--- src/rtl/irq_route_pkg.sv ---
// Package: shared mode encoding and helpers for the timer interrupt router.
// Assumes: nothing beyond IEEE 1800-2017.
package irq_route_pkg;

    // Signalling mode of one timer, as carried on tmr_lvl_i.
    typedef enum logic {
        MODE_EDGE  = 1'b0,
        MODE_LEVEL = 1'b1
    } sig_mode_e;

    // Fixed lines taken over in legacy mode.
    localparam int unsigned TAKEOVER_LINE_A = 0;
    localparam int unsigned TAKEOVER_LINE_B = 8;

endpackage

--- src/rtl/tmr_irq_chan.sv ---
// Module: tmr_irq_chan
// Per-timer signalling state. Holds the level status bit and the one-cycle
// edge pulse for one timer.
// Assumes: fire_i is a single-cycle strobe. The channel is live only while
// both its own enable and the global enable are high.
module tmr_irq_chan
    import irq_route_pkg::*;
(
    input  logic clk,
    input  logic rst_n,
    input  logic fire_i,
    input  logic en_i,
    input  logic lvl_i,
    input  logic glb_en_i,
    input  logic clr_i,
    output logic status_o,
    output logic pulse_o,
    output logic active_o
);

    logic live;
    logic status_q;
    logic pulse_q;

    // Channel may act only when both enables are high.
    assign live = en_i & glb_en_i;

    // Status and pulse update: disable beats all, fire beats clear.
    always_ff @(posedge clk) begin
        if (!rst_n) begin
            status_q <= 1'b0;
            pulse_q  <= 1'b0;
        end else begin
            pulse_q <= live & fire_i & (sig_mode_e'(lvl_i) == MODE_EDGE);
            if (!live) begin
                status_q <= 1'b0;
            end else if (fire_i && sig_mode_e'(lvl_i) == MODE_LEVEL) begin
                status_q <= 1'b1;
            end else if (fire_i || clr_i) begin
                status_q <= 1'b0;
            end
        end
    end

    assign status_o = status_q;
    assign pulse_o  = pulse_q;
    assign active_o = status_q | pulse_q;

    // live level fire always leaves status set, even with clear
    a_r2_level_sets: assert property (@(posedge clk) disable iff (!rst_n)
        (fire_i && en_i && glb_en_i && lvl_i) |=> status_o);

    // live edge fire gives a pulse and no status
    a_r3_edge_pulse: assert property (@(posedge clk) disable iff (!rst_n)
        (fire_i && en_i && glb_en_i && !lvl_i) |=> (pulse_o && !status_o));

    // a disabled channel holds neither status nor pulse
    a_r4_disable_drops: assert property (@(posedge clk) disable iff (!rst_n)
        (!en_i || !glb_en_i) |=> (!status_o && !pulse_o));

endmodule

--- src/rtl/tmr_route_dec.sv ---
// Module: tmr_route_dec
// Turns each timer's route field into a one-hot line select. In legacy mode,
// timers 0 and 1 are forced onto the takeover lines.
// Assumes: N_LINES <= 2**ROUTE_W and N_LINES > TAKEOVER_LINE_B. Route values
// at or above N_LINES select nothing.
module tmr_route_dec
    import irq_route_pkg::*;
#(
    parameter int unsigned N_TIMERS = 4,
    parameter int unsigned N_LINES  = 24,
    parameter int unsigned ROUTE_W  = 5
) (
    input  logic [N_TIMERS*ROUTE_W-1:0] route_i,
    input  logic                        legacy_i,
    output logic [N_TIMERS*N_LINES-1:0] sel_o
);

    for (genvar t = 0; t < N_TIMERS; t++) begin : g_tmr
        logic [ROUTE_W-1:0] eff_route;
        logic               forced;
        logic [ROUTE_W-1:0] forced_line;

        // Pick a takeover line for timers 0 and 1 only.
        if (t == 0) begin : g_force_a
            assign forced      = legacy_i;
            assign forced_line = ROUTE_W'(TAKEOVER_LINE_A);
        end else if (t == 1) begin : g_force_b
            assign forced      = legacy_i;
            assign forced_line = ROUTE_W'(TAKEOVER_LINE_B);
        end else begin : g_free
            assign forced      = 1'b0;
            assign forced_line = '0;
        end

        // Effective route: forced line or configured field.
        assign eff_route = forced ? forced_line : route_i[t*ROUTE_W +: ROUTE_W];

        for (genvar k = 0; k < N_LINES; k++) begin : g_line
            // One select bit per (timer, line) pair.
            assign sel_o[t*N_LINES + k] = (eff_route == ROUTE_W'(k));
        end
    end

endmodule

--- src/rtl/tmr_legacy_ctl.sv ---
// Module: tmr_legacy_ctl
// Samples the legacy bit and the external interval-timer and clock levels.
// Builds the pass-through line vector and the interval-timer enable.
// Assumes: external inputs are synchronous to clk. The clock level is sampled
// every cycle, so it is current when takeover ends.
module tmr_legacy_ctl
    import irq_route_pkg::*;
#(
    parameter int unsigned N_LINES = 24
) (
    input  logic               clk,
    input  logic               rst_n,
    input  logic               legacy_i,
    input  logic               pit_irq_i,
    input  logic               rtc_irq_i,
    output logic               legacy_o,
    output logic               pit_en_o,
    output logic [N_LINES-1:0] pass_o
);

    logic legacy_q;
    logic pit_q;
    logic rtc_q;

    // Sample mode bit and external levels each cycle.
    always_ff @(posedge clk) begin
        if (!rst_n) begin
            legacy_q <= 1'b0;
            pit_q    <= 1'b0;
            rtc_q    <= 1'b0;
        end else begin
            legacy_q <= legacy_i;
            pit_q    <= pit_irq_i;
            rtc_q    <= rtc_irq_i;
        end
    end

    assign legacy_o = legacy_q;
    assign pit_en_o = ~legacy_q;

    for (genvar k = 0; k < N_LINES; k++) begin : g_pass
        // Only the two takeover lines carry external levels.
        if (k == TAKEOVER_LINE_A) begin : g_pit
            assign pass_o[k] = ~legacy_q & pit_q;
        end else if (k == TAKEOVER_LINE_B) begin : g_rtc
            assign pass_o[k] = ~legacy_q & rtc_q;
        end else begin : g_none
            assign pass_o[k] = 1'b0;
        end
    end

    // takeover blocks both external paths and disables the interval timer
    a_r7_block: assert property (@(posedge clk) disable iff (!rst_n)
        legacy_i |=> (!pass_o[TAKEOVER_LINE_A] && !pass_o[TAKEOVER_LINE_B] && !pit_en_o));

    // interval timer re-enabled outside takeover
    a_r8_pit_enable: assert property (@(posedge clk) disable iff (!rst_n)
        !legacy_i |=> pit_en_o);

    // interval-timer input passes to line 0 outside takeover
    a_r9_pit_pass: assert property (@(posedge clk) disable iff (!rst_n)
        (!legacy_i && pit_irq_i) |=> pass_o[TAKEOVER_LINE_A]);

    // clock level reaches line 8 outside takeover
    a_r8_rtc_pass: assert property (@(posedge clk) disable iff (!rst_n)
        (!legacy_i && rtc_irq_i) |=> pass_o[TAKEOVER_LINE_B]);

endmodule

--- src/rtl/tmr_irq_router.sv ---
// Module: tmr_irq_router (top)
// Routes timer fire strobes to interrupt lines in level or edge form, with a
// legacy mode that takes over the two fixed external lines.
// Assumes: N_LINES > 8 and N_LINES <= 2**ROUTE_W. All inputs are synchronous.
module tmr_irq_router
    import irq_route_pkg::*;
#(
    parameter int unsigned N_TIMERS = 4,
    parameter int unsigned N_LINES  = 24,
    parameter int unsigned ROUTE_W  = $clog2(N_LINES)
) (
    input  logic                        clk,
    input  logic                        rst_n,
    input  logic [N_TIMERS-1:0]         fire_i,
    input  logic [N_TIMERS-1:0]         tmr_en_i,
    input  logic [N_TIMERS-1:0]         tmr_lvl_i,
    input  logic [N_TIMERS*ROUTE_W-1:0] tmr_route_i,
    input  logic                        glb_en_i,
    input  logic                        legacy_i,
    input  logic [N_TIMERS-1:0]         stat_clr_i,
    input  logic                        pit_irq_i,
    input  logic                        rtc_irq_i,
    output logic [N_LINES-1:0]          irq_o,
    output logic [N_TIMERS-1:0]         status_o,
    output logic                        pit_en_o
);

    localparam int unsigned SEL_W = N_TIMERS * N_LINES;

    logic [N_TIMERS-1:0] active;
    logic [N_TIMERS-1:0] pulse;
    logic [SEL_W-1:0]    sel;
    logic [N_LINES-1:0]  pass;
    logic                legacy_q;

    for (genvar t = 0; t < N_TIMERS; t++) begin : g_chan
        tmr_irq_chan u_chan (
            .clk      (clk),
            .rst_n    (rst_n),
            .fire_i   (fire_i[t]),
            .en_i     (tmr_en_i[t]),
            .lvl_i    (tmr_lvl_i[t]),
            .glb_en_i (glb_en_i),
            .clr_i    (stat_clr_i[t]),
            .status_o (status_o[t]),
            .pulse_o  (pulse[t]),
            .active_o (active[t])
        );
    end

    tmr_legacy_ctl #(
        .N_LINES (N_LINES)
    ) u_legacy (
        .clk       (clk),
        .rst_n     (rst_n),
        .legacy_i  (legacy_i),
        .pit_irq_i (pit_irq_i),
        .rtc_irq_i (rtc_irq_i),
        .legacy_o  (legacy_q),
        .pit_en_o  (pit_en_o),
        .pass_o    (pass)
    );

    tmr_route_dec #(
        .N_TIMERS (N_TIMERS),
        .N_LINES  (N_LINES),
        .ROUTE_W  (ROUTE_W)
    ) u_dec (
        .route_i  (tmr_route_i),
        .legacy_i (legacy_q),
        .sel_o    (sel)
    );

    // Merge pass-through levels with every timer routed to each line.
    always_comb begin
        irq_o = pass;
        for (int t = 0; t < N_TIMERS; t++) begin
            irq_o = irq_o | (sel[t*N_LINES +: N_LINES] & {N_LINES{active[t]}});
        end
    end

    // an edge pulse never lasts two cycles without a second strobe
    a_r3_single_pulse: assert property (@(posedge clk) disable iff (!rst_n)
        (pulse[0] && !fire_i[0]) |=> !pulse[0]);

endmodule

--- config.mk ---
export PLATFORM = sky130hd
export DESIGN_NAME = tmr_irq_router
export DESIGN_NICKNAME = d
export VERILOG_FILES = /design/src/rtl/irq_route_pkg.sv /design/src/rtl/tmr_irq_chan.sv /design/src/rtl/tmr_route_dec.sv /design/src/rtl/tmr_legacy_ctl.sv /design/src/rtl/tmr_irq_router.sv
export SDC_FILE = /design/constraint.sdc
export NUM_CORES = 1
export LEC_CHECK = 0
export ABC_AREA = 1
export BUFFER_PORTS_ARGS = -buffer_cell sky130_fd_sc_hd__buf_2
export CORE_MARGIN = 2
export CORE_UTILIZATION = 40
export CTS_CLUSTER_DIAMETER = 100
export DETAILED_ROUTE_END_ITERATION = 12
export PLACE_DENSITY = 0.66
export SLEW_MARGIN = 20
export SYNTH_ARGS = -nofsm -noshare
export SYNTH_HDL_FRONTEND = slang
export SYNTH_HIERARCHICAL = 1
export SYNTH_SLANG_ARGS = --single-unit
export TNS_END_PERCENT = 10
--- constraint.sdc ---
create_clock -name clk -period 1.04 [get_ports clk]
set_input_delay 0.052 -clock clk [delete_from_list [all_inputs] [get_ports clk]]
set_output_delay 0.052 -clock clk [all_outputs]
set_load 0.01 [all_outputs]
==> impl_metrics.py, run 1 <==
metrics = {
    "floorplan": {
        "core_area_mm2": 0.00639,
        "ios": 71,
        "start_util_pct": 41.7,
        "rows": 29,
        "fp.dieW_um": 85.6,
        "dieHeight_um": 85.6,
        "die_area_mm2": 0.00733,
    },
    "placed_design": {
        "dpl-instance-area_mm2": 0.00317,
        "dp_hpwl_um": 6080,
        "pre_cts_ws_ns": -0.270,
        "gp_congestion": 0.914,
        "port_buffers": 70,
    },
    "pwr": {
        "vdd_ir_drop_max_mv": 0.808,
        "powerDensity_mw_per_mm2": 521,
        "leakagePower_nw": 1.92,
    },
    "grt": {
        "grt_max_degree": 25,
        "grt_first_pass_wirelength_um": 12500,
        "grt_usage_pct": 20.3,
        "grt_pass1_vias": 2926,
        "grt_remaining_overflow": 0,
        "antenna_found_initial": 0,
    },
    "clock_network": {
        "htreeDepth": 1,
        "clk_pin_slew_ns": 0.05,
        "cts_tree": "yes",
        "clk_latency_ns": 0.23,
        "clock_sinks": 11,
        "clockBufferDepth": 2,
        "post_cts_buffers": 0,
        "cts_made_buffers": 3,
        "ctsRootBufferMaster": "clkbuf_8",
    },
    "logic_synthesis": {
        "synth_cells": 548,
        "yosysTopAreaCell": "nand2_1",
        "yosys_warnings": 6,
        "synth_area_leaders": "nand2_1 (30%), inv_1 (15%), nor2_1 (14%), dfxtp_1 (8.3%), buf_4 (6.5%)",
        "ys_seq_area_share_pct": 8.27,
        "yosysUniqueCellTypes": 27,
        "netlist_area_mm2": 0.00266,
        "ys_ff_latch": 11,
        "syn_area_per_cell_um2": 4.86,
        "synth_top_cell_area_share_pct": 29.9,
    },
    "final_layout": {
        "final_common_cell": "nand2_1",
        "drive_above_1_share_pct": 24.6,
        "fin_area_mm2": 0.00331,
        "most-common-layout-cells": "nand2_1 (206), inv_1 (104), nor2_1 (96), buf_2 (69)",
        "nets": 681,
        "area_growth_pct": 24.1,
        "diodes": 0,
    },
    "status": {
        "violations": "setup timing",
        "status": "complete, but fails checks",
    },
    "timing": {
        "setup_tns_ns": -11.48,
        "setup_slack_ns": -0.536,
        "fin_worst_skew_ns": 0,
        "hold_viol_final": 0,
        "rsz0062_at_grt": "true",
        "setup_viol": 25,
        "fmax_mhz": 635,
        "min_period_ns": 1.58,
        "post-route-period-util_pct": 152,
        "drv_slew": 0,
    },
    "worst_setup_path": {
        "crit_path_start_kind": "register",
        "crit_slowest_cell": "dfxtp_2",
        "rr_worst_depth": 5,
        "path_class": "reg2out",
        "crit_arrival_ns": 1.52,
        "critPathCaptureType": "output pin",
        "max_stage_delay_ns": 0.33,
        "path_cells": "inv_4 -> buf_12 -> nand2_4 -> nor2_4 -> inv_2 -> nor2_1 -> nand2_1 -> nand2_2 -> inv_2 -> nand2_1 -> buf_2",
        "crit_required_ns": 0.99,
        "worstPathMaxFanout": 7,
    },
    "drt": {
        "ant_nets": 0,
        "dr.first_iter.drc_count": 119,
        "viasPerCell": 4.38,
        "drc": 0,
        "dr.pass1.iters": 5,
        "wl_um": 7290,
        "wl_per_cell_um": 10.2,
        "vias": 3135,
    },
    "worst_hold_path": {
        "hold_path.class": "in2reg",
        "whs_path_depth": 3,
    },
    "flow_run": {
        "cap_violations": 0,
    },
}
[sequential cells by signal, summed over array words and instances (netlist names)]
name                    count
u_legacy/legacy_o           1
g_chan.u_chan/pulse_o       4
u_legacy/rtc_q              1
u_legacy/pit_q              1
g_chan.u_chan/status_o      4
[metal layers]
metal | track usage, % | wire length (um) | vias to the layer above | share of wire [%]
li1 | - | - | 1724 | -
met1 | 26.0 | 3430 | 1326 | 47
met2 | 36.9 | 3390 | 79 | 47
met3 | 2.31 | 383 | 6 | 5.3
met4 | 3.46 | 80 | 0 | 1.1
met5 | 0 | 0 | - | 0
[power breakdown]
group | switching, mW | internal, mW | total [mW]
Sequential | 0.00506 | 0.436 | 0.441
Combinational | 0.528 | 0.340 | 0.868
Clock | 0.145 | 0.268 | 0.412
Total | 0.678 | 1.04 | 1.72
[final timing paths]
check / from / slack, ns / to
setup / recovery: u_legacy/legacy_o / -0.54 / irq_o[18]
hold / removal: pit_irq_i / 0.003 / u_legacy/pit_q
setup reg to reg: g_chan[1].u_chan/status_o / 0.30 / g_chan[1].u_chan/status_o
hold reg to reg: g_chan[2].u_chan/status_o / 0.65 / g_chan[2].u_chan/status_o
[synth_stat cells]
cell type	count
a21oi_1	1
buf_12	1
buf_2	2
buf_4	23
buf_6	8
conb_1	1
dfxtp_1	11
inv_1	105
inv_2	5
inv_8	1
nand2_1	212
nand2_2	5
nand2_4	4
nand2_8	1
nand3_1	16
nand3_2	2
nand3_4	3
nand3b_1	2
nand4_1	4
nor2_1	101
nor2_2	13
nor2_4	2
nor3_1	18
nor3_2	1
o21ai_2	1
o21ai_4	1
or2_1	4
[final cells by class]
type                            count  area (um^2)
Fill cell                         714         3080
Multi-Input combinational cell    413         1860
Clock buffer                        4         45.0
Tap cell                           77         96.3
Inverter                          111          427
Sequential cell                    11          221
Timing Repair Buffer               99          658
[through the flow]
step	util (%)	cells	power, mW	hold WS, ns
final	51.8	715	1.72	0.00250
after global routing	51.8	715	1.86	0.0317
after CTS	50.7	714	1.70	0.00164
after detailed placement	49.6	710	1.28	0.243
after global placement	49.6	710	1.27	0.241
after floorplan	-	569	1.00	0.145
[critical path: cells and delay by family (launching register included)]
family	cells	cell delay, ns
buffers and inverters	5	0.45
DFF	1	0.33
and+or+nand+nor	6	0.50
[logic make-up after synthesis]
group           after synthesis  share of synthesized area [%]
compound gates                3                           1.13
buf+inv                     145                           26.9
flops                        11                           8.27
other cells                   1                          0.141
simple gates                388                           63.6
[what timing repair did]
item / 4_1_cts / 5_1_grt
pin swaps: 4 / 2
endpoints found under the setup margin: 25 / 25
resized for setup: 7 / 13
hold buffers: 0 / 0
cloned: 0 / 1
(Power assumes the default switching activity.)
==> run 2, diff against run 1 <==
- BUFFER_PORTS_ARGS: -buffer_cell sky130_fd_sc_hd__buf_2 -> -buffer_cell sky130_fd_sc_hd__buf_4
- PLACE_DENSITY: 0.66 -> 0.71
- SYNTH_HIERARCHICAL: 1 -> unset
==> run 2 against run 1 <==
  * The flow still finishes with violations (setup timing)
  * Largest cell class unchanged
  * Hold slack better by 0.0084 ns
  * Power is 9.1% lower
  * Final cell count is 28% lower
  * Critical endpoint is now irq_o[7]
  * Cell area is 6.9% lower
  * Clock power hardly changed
  * First-iteration DRC count is 100% higher
==> impl_metrics.py, run 2 <==
metrics = {
    "logic_synthesis": {
        "syn_area_per_cell_um2": 4.97,
        "netlist_area_mm2": 0.00177,
        "synth_top_cell_area_share_pct": 24.4,
        "synth_common_cells": "nand2_1 (115), nor2_1 (107), nand3_1 (41)",
        "synth.most_common_cell": "nand2_1",
        "synth_mux_area_share_pct": 0,
        "synth_xor_area_share_pct": 0,
        "synth_compound_area_share_pct": 2.97,
        "synthAdderAreaFrac_pct": 0,
        "ys_seq_area_share_pct": 12.4,
        "synth_cells": 356,
        "yosysTopAreaCell": "nand2_1",
        "synth_edf_count": 0,
        "ys.flop_type": "dfxtp_1",
        "ys_ff_latch": 11,
        "synth_area_leaders": "nand2_1 (24%), nor2_1 (23%), dfxtp_1 (12%), nand3_1 (12%), inv_1 (8.5%)",
        "synth_top_family_by_area": "simple AND/OR/NAND/NOR gates",
        "yosysUniqueCellTypes": 24,
        "async_flop_share_pct": 0,
        "syn-num-nets": 398,
        "synth-simple-area-share_pct": 71.4,
        "yosys_warnings": 0,
    },
    "timing": {
        "setup_slack_ns": -0.423,
        "tightest_slew_ns": 0.295,
        "fmax_mhz": 684,
        "fin_worst_skew_ns": 0,
        "rsz0062_at_grt": "true",
        "slew_headroom_pct": 80.2,
        "setup_viol": 24,
        "hold_viol_final": 0,
        "drv_slew": 0,
        "post-route-period-util_pct": 141,
        "min_period_ns": 1.46,
    },
    "grt": {
        "grt_remaining_overflow": 0,
        "antenna_found_initial": 0,
        "grt_usage_pct": 24.7,
        "grt_pass1_vias": 2295,
        "grt_first_pass_wirelength_um": 10000,
        "grt_max_degree": 13,
    },
    "status": {
        "violations": "setup timing",
        "status": "complete, but fails checks",
    },
    "worst_setup_path": {
        "worstPathMaxFanout": 7,
        "rr_worst_depth": 6,
        "crit_path_start_kind": "register",
        "path_class": "reg2out",
        "crit_arrival_ns": 1.41,
        "reg2reg_to": "g_chan[3].u_chan.status_o",
        "rr_startpoint": "g_chan[3].u_chan.status_o",
        "startpoint": "u_legacy.legacy_o",
        "crit_required_ns": 0.99,
        "r2r_setup_slack_ns": 0.13,
        "critPathCaptureType": "output pin",
    },
    "drt": {
        "vias": 2594,
        "wl_per_cell_um": 12.5,
        "drc": 0,
        "viasPerCell": 5.05,
        "dr.first_iter.drc_count": 242,
        "wl_um": 6450,
        "ant_nets": 0,
        "dr.pass1.iters": 5,
    },
    "worst_hold_path": {
        "min-delay-start": "pit_irq_i",
        "whs_path_depth": 3,
        "min_to": "u_legacy.pit_q",
        "hold_path.class": "in2reg",
    },
    "final_layout": {
        "seq_area_um2": 225,
        "drive_above_1_share_pct": 42.9,
        "finalCoreUtilization_pct": 71.6,
        "multi_input_area_mm2": 0.00164,
        "area_growth_pct": 73.9,
        "most-common-layout-cells": "nand2_1 (95), nor2_1 (84), buf_4 (84), inv_1 (33), nand3_1 (25)",
        "diodes": 0,
        "nets": 505,
        "fillers": 388,
        "final_common_cell": "nand2_1",
    },
    "pwr": {
        "p_total_mw": 1.56,
        "powerDensity_mw_per_mm2": 509,
        "leakagePower_nw": 1.60,
        "vdd_ir_drop_max_mv": 0.853,
    },
    "floorplan": {
        "core_area_mm2": 0.00429,
        "fp.dieW_um": 70.5,
        "die_area_mm2": 0.00497,
        "start_util_pct": 41.2,
        "rows": 24,
        "ios": 71,
        "dieHeight_um": 70.5,
    },
    "clock_network": {
        "cts_tree": "yes",
        "ctsRootBufferMaster": "clkbuf_8",
        "clock_sinks": 11,
        "cts_made_buffers": 3,
        "clk_pin_slew_ns": 0.05,
        "htreeDepth": 1,
        "clk_latency_ns": 0.23,
        "clockBufferDepth": 2,
    },
    "placed_design": {
        "gp_congestion": 0.961,
        "port_buffers": 70,
        "dp_hpwl_um": 4990,
    },
    "flow_run": {
        "cap_violations": 0,
    },
}
==> run 2: cell count changes after synthesis, sizes merged, moves of 4 or more <==
cell,change
nand2,-103
inv,-70
buf,-27
nand3,+25
nor3,-15
nand4,-4
nor3b,+4
or2,-4
==> run 2: metrics by stage <==
| step | hold WS [ns] | setup WS [ns] | cell area [um^2] | TNS (ns) | cells |
|---|---|---|---|---|---|
| floorplan | 0.128 | -0.0143 | 1840 | -0.199 | 356 |
| global placement | 0.227 | -0.340 | 2590 | -6.68 | 497 |
| detailed placement | 0.229 | -0.376 | 2590 | -7.36 | 497 |
| CTS | 0.00782 | -0.381 | 2940 | -8.86 | 512 |
| global route | 0.0130 | -0.475 | 3080 | -10.54 | 514 |
| finish | 0.0109 | -0.423 | 3080 | -9.18 | 514 |
==> run 2: critical path, cell delays in order (launching register included) <==
cell	delay, ns
dfxtp_4	0.39
inv_8	0.09
buf_12	0.13
nand3_4	0.14
nor2_4	0.15
nand2_1	0.08
nand3_2	0.07
buf_4	0.12
==> run 2: worst max path at each step <==
stage / end / slack [ns] / depth (start not counted)
final: irq_o[7] / -0.42 / 7
after CTS: irq_o[7] / -0.38 / 7
after global routing: irq_o[10] / -0.48 / 7
after global placement: irq_o[16] / -0.34 / 5
after detailed placement: irq_o[16] / -0.38 / 5
after floorplan: irq_o[18] / -0.01 / 8
==> run 2: timing repair <==
action                     CTS  global route
pin swaps                   24            15
setup endpoints to repair   25            25
hold buffers                 5             0
cloned                       1             1
resized for setup           61            34
hold endpoints to repair     5             0
buffers inserted             5             1
==> run 2: area by class of cell <==
type                            count  area share (%)
Inverter                           41            5.25
Timing Repair inverter              1           0.203
Timing Repair Buffer              108            30.4
Tap cell                           52            2.11
Clock buffer                        4            1.46
Sequential cell                    11            7.32
Multi-Input combinational cell    297            53.3
==> run 2: cell families after synthesis <==
| group | after synthesis |
|---|---|
| DFF | 11 |
| and+or+nand+nor | 289 |
| AOI/OAI and AO/OA | 8 |
| buffers and inverters | 48 |
==> run 2: routing by layer <==
layer  track usage [%]  vias up  share of wire [%]
li1                  -     1309                  -
met1              29.6     1132                 39
met2              44.4      130                 50
met3              3.46       23                7.8
met4              9.40        0                3.3
met5                 0        -                  0
==> run 2: power breakdown <==
group	switching [mW]	total (mW)	internal (mW)
clock	0.145	0.413	0.268
combinational	0.389	0.706	0.318
sequential	0.0124	0.446	0.434
==> run 3, diff against run 2 <==
--- a/config.mk
+++ b/config.mk
@@ -12,8 +12,9 @@
 export CTS_CLUSTER_DIAMETER = 100
 export DETAILED_ROUTE_END_ITERATION = 12
-export PLACE_DENSITY = 0.71
+export PLACE_DENSITY = 0.63
 export SLEW_MARGIN = 20
 export SYNTH_ARGS = -nofsm -noshare
 export SYNTH_HDL_FRONTEND = slang
+export SYNTH_HIERARCHICAL = 1
 export SYNTH_SLANG_ARGS = --single-unit
 export TNS_END_PERCENT = 10
==> constraint.sdc (replaced) <==
create_clock -name clk -period 1.43 [get_ports clk]
set_input_delay 0.143 -clock clk [delete_from_list [all_inputs] [get_ports clk]]
set_output_delay 0.143 -clock clk [all_outputs]
set_load 0.01 [all_outputs]
==> run 3 against run 2 <==
  * Sequential share of layout area fell by 0.84 points
  * Critical path type unchanged
  * Worst setup slack improved by 0.20 ns
  * First-iteration DRC count down 48%
  * Global-route usage shrank 3.5 points
  * Clock-buffer cell count is the same
  * Via count grew 18%
  * Clock power decreased by 24%
  * Sequential power is 28% lower
  * The run still ends with setup timing left
  * Hold slack better by 0.079 ns
==> impl_metrics.py, run 3 (synthesis results as in run 1) <==
metrics = {
    "clock_network": {
        "ctsRootBufferMaster": "clkbuf_8",
        "clk_pin_slew_ns": 0.05,
        "cts_tree": "yes",
        "clk_latency_ns": 0.24,
        "clockBufferDepth": 2,
        "clock_sinks": 11,
        "htreeDepth": 1,
        "cts_made_buffers": 3,
        "holdBufCountCts": 0,
    },
    "pwr": {
        "switching_share_pct": 39.3,
        "pwr-share-seq_pct": 24.4,
        "power.internal_mw": 0.799,
        "powerDensity_mw_per_mm2": 385,
        "p_total_mw": 1.32,
        "clockPowerShare_pct": 23.9,
        "vdd_ir_drop_max_mv": 0.422,
        "p_sw_mw": 0.517,
        "p_comb_share_pct": 51.7,
        "leakagePower_nw": 1.88,
    },
    "drt": {
        "vias": 3064,
        "dr.pass1.iters": 4,
        "wl_um": 7380,
        "viasPerCell": 4.40,
        "drc": 0,
        "dr.first_iter.drc_count": 126,
        "wl_per_cell_um": 10.6,
        "ant_nets": 0,
    },
    "timing": {
        "fmax_mhz": 606,
        "rsz0062_at_grt": "true",
        "setup_viol": 24,
        "hold_viol_final": 0,
        "post-route-period-util_pct": 115,
        "drv_slew": 0,
        "fin_worst_skew_ns": 0,
        "min_period_ns": 1.65,
        "setup_slack_ns": -0.222,
    },
    "worst_setup_path": {
        "critPathCaptureType": "output pin",
        "path_class": "reg2out",
        "crit_arrival_ns": 1.51,
        "crit_path_start_kind": "register",
        "rr_worst_depth": 4,
        "crit_required_ns": 1.29,
        "worstPathMaxFanout": 7,
    },
    "final_layout": {
        "instances_no_fill": 697,
        "nets": 663,
        "final_common_cell": "nand2_1",
        "most-common-layout-cells": "nand2_1 (203), inv_1 (100), nor2_1 (81), buf_4 (69), nor2_2 (31)",
        "drive_above_1_share_pct": 26.5,
        "diodes": 0,
        "seq_area_um2": 221,
        "fillers": 708,
        "multi_input_area_mm2": 0.00191,
        "area_growth_pct": 28.4,
    },
    "status": {
        "status": "complete, but fails checks",
        "violations": "setup timing",
    },
    "placed_design": {
        "port_buffers": 70,
        "dp_hpwl_um": 6030,
        "gp_congestion": 0.961,
        "place_inst": 691,
    },
    "floorplan": {
        "ios": 71,
        "start_util_pct": 41.7,
        "core_area_mm2": 0.00639,
        "fp.dieW_um": 85.6,
        "dieHeight_um": 85.6,
        "rows": 29,
        "die_area_mm2": 0.00733,
    },
    "worst_hold_path": {
        "whs_path_depth": 3,
        "hold_path.class": "in2reg",
    },
    "grt": {
        "grt_usage_pct": 21.3,
        "antenna_found_initial": 0,
        "grt_first_pass_wirelength_um": 12800,
        "grt_pass1_vias": 2994,
        "grt_remaining_overflow": 0,
        "grt_max_degree": 25,
    },
    "flow_run": {
        "cap_violations": 0,
    },
}
[run 3: changes by cell type in the layout (fill, tap and decap cells not counted), moves of 9 or more]
cell,delta
buf_4,-15
buf_6,-9
conb_1,+22
inv_1,+67
nand2_1,+108
nand3_1,-11
nand3_2,-16
nor2_2,+17
nor2_4,-13
nor3_1,+14
[run 3: timing repair]
item | 4_1_cts | 5_1_grt
resized for setup | 22 | 30
setup buffers | 0 | 1
setup endpoints to repair | 24 | 24
pin swaps | 11 | 21
cloned | 1 | 0
[run 3: final cells by class]
type / instances / area share (%)
multi-input combinational: 413 / 56.0
tap: 77 / 2.82
sequential: 11 / 6.48
clock buffer: 4 / 1.32
inverter: 111 / 12.6
timing repair buffer: 81 / 20.9
[run 3: power groups by stage]
| stage | clock network, mW | registers (mW) | logic (mW) |
|---|---|---|---|
| 6_report | 0.315 | 0.321 | 0.680 |
| 5_1_grt | 0.349 | 0.322 | 0.753 |
| 3_3_place_gp | 0 | 0.326 | 0.623 |
| 3_5_place_dp | 0 | 0.326 | 0.626 |
| 4_1_cts | 0.327 | 0.321 | 0.654 |
| 2_1_floorplan | 0 | 0.329 | 0.402 |
[run 3: worst paths after layout]
path | startpoint | endpoint | slack, ns
max | u_legacy/legacy_o | irq_o[22] | -0.22
min | pit_irq_i | u_legacy/pit_q | 0.09
max reg2reg | g_chan[0].u_chan/status_o | g_chan[0].u_chan/status_o | 0.77
min reg2reg | g_chan[3].u_chan/status_o | g_chan[3].u_chan/status_o | 0.55
[run 3: per-stage QoR]
stage / setup slack, ns / setup TNS [ns] / util (%) / hold slack, ns / cell area, um^2
floorplan: 0.146 / 0 / - / 0.236 / 2740
global placement: 0.0246 / 0 / 50.1 / 0.328 / 3200
detailed placement: -0.00412 / -0.00412 / 50.1 / 0.337 / 3200
CTS: -0.227 / -4.53 / 52.3 / 0.0900 / 3340
global route: -0.314 / -7.06 / 53.5 / 0.0981 / 3420
finish: -0.222 / -4.57 / 53.5 / 0.0897 / 3420
[run 3: critical path, stage by stage (launching register included)]
cell	delay, ns
dfxtp_2	0.33
clkinv_4	0.08
buf_12	0.13
nand2_4	0.05
nor2_4	0.14
nand2_2	0.08
nor2_2	0.10
nand2_1	0.07
nand2_2	0.07
inv_2	0.05
nand2_1	0.06
buf_4	0.11
[run 3: metal layers]
metal  track usage, %  part of all wire (%)
met1             27.0                    46
met2             38.1                    47
met3             2.21                   4.6
met4             5.77                   2.0
met5                0                     0
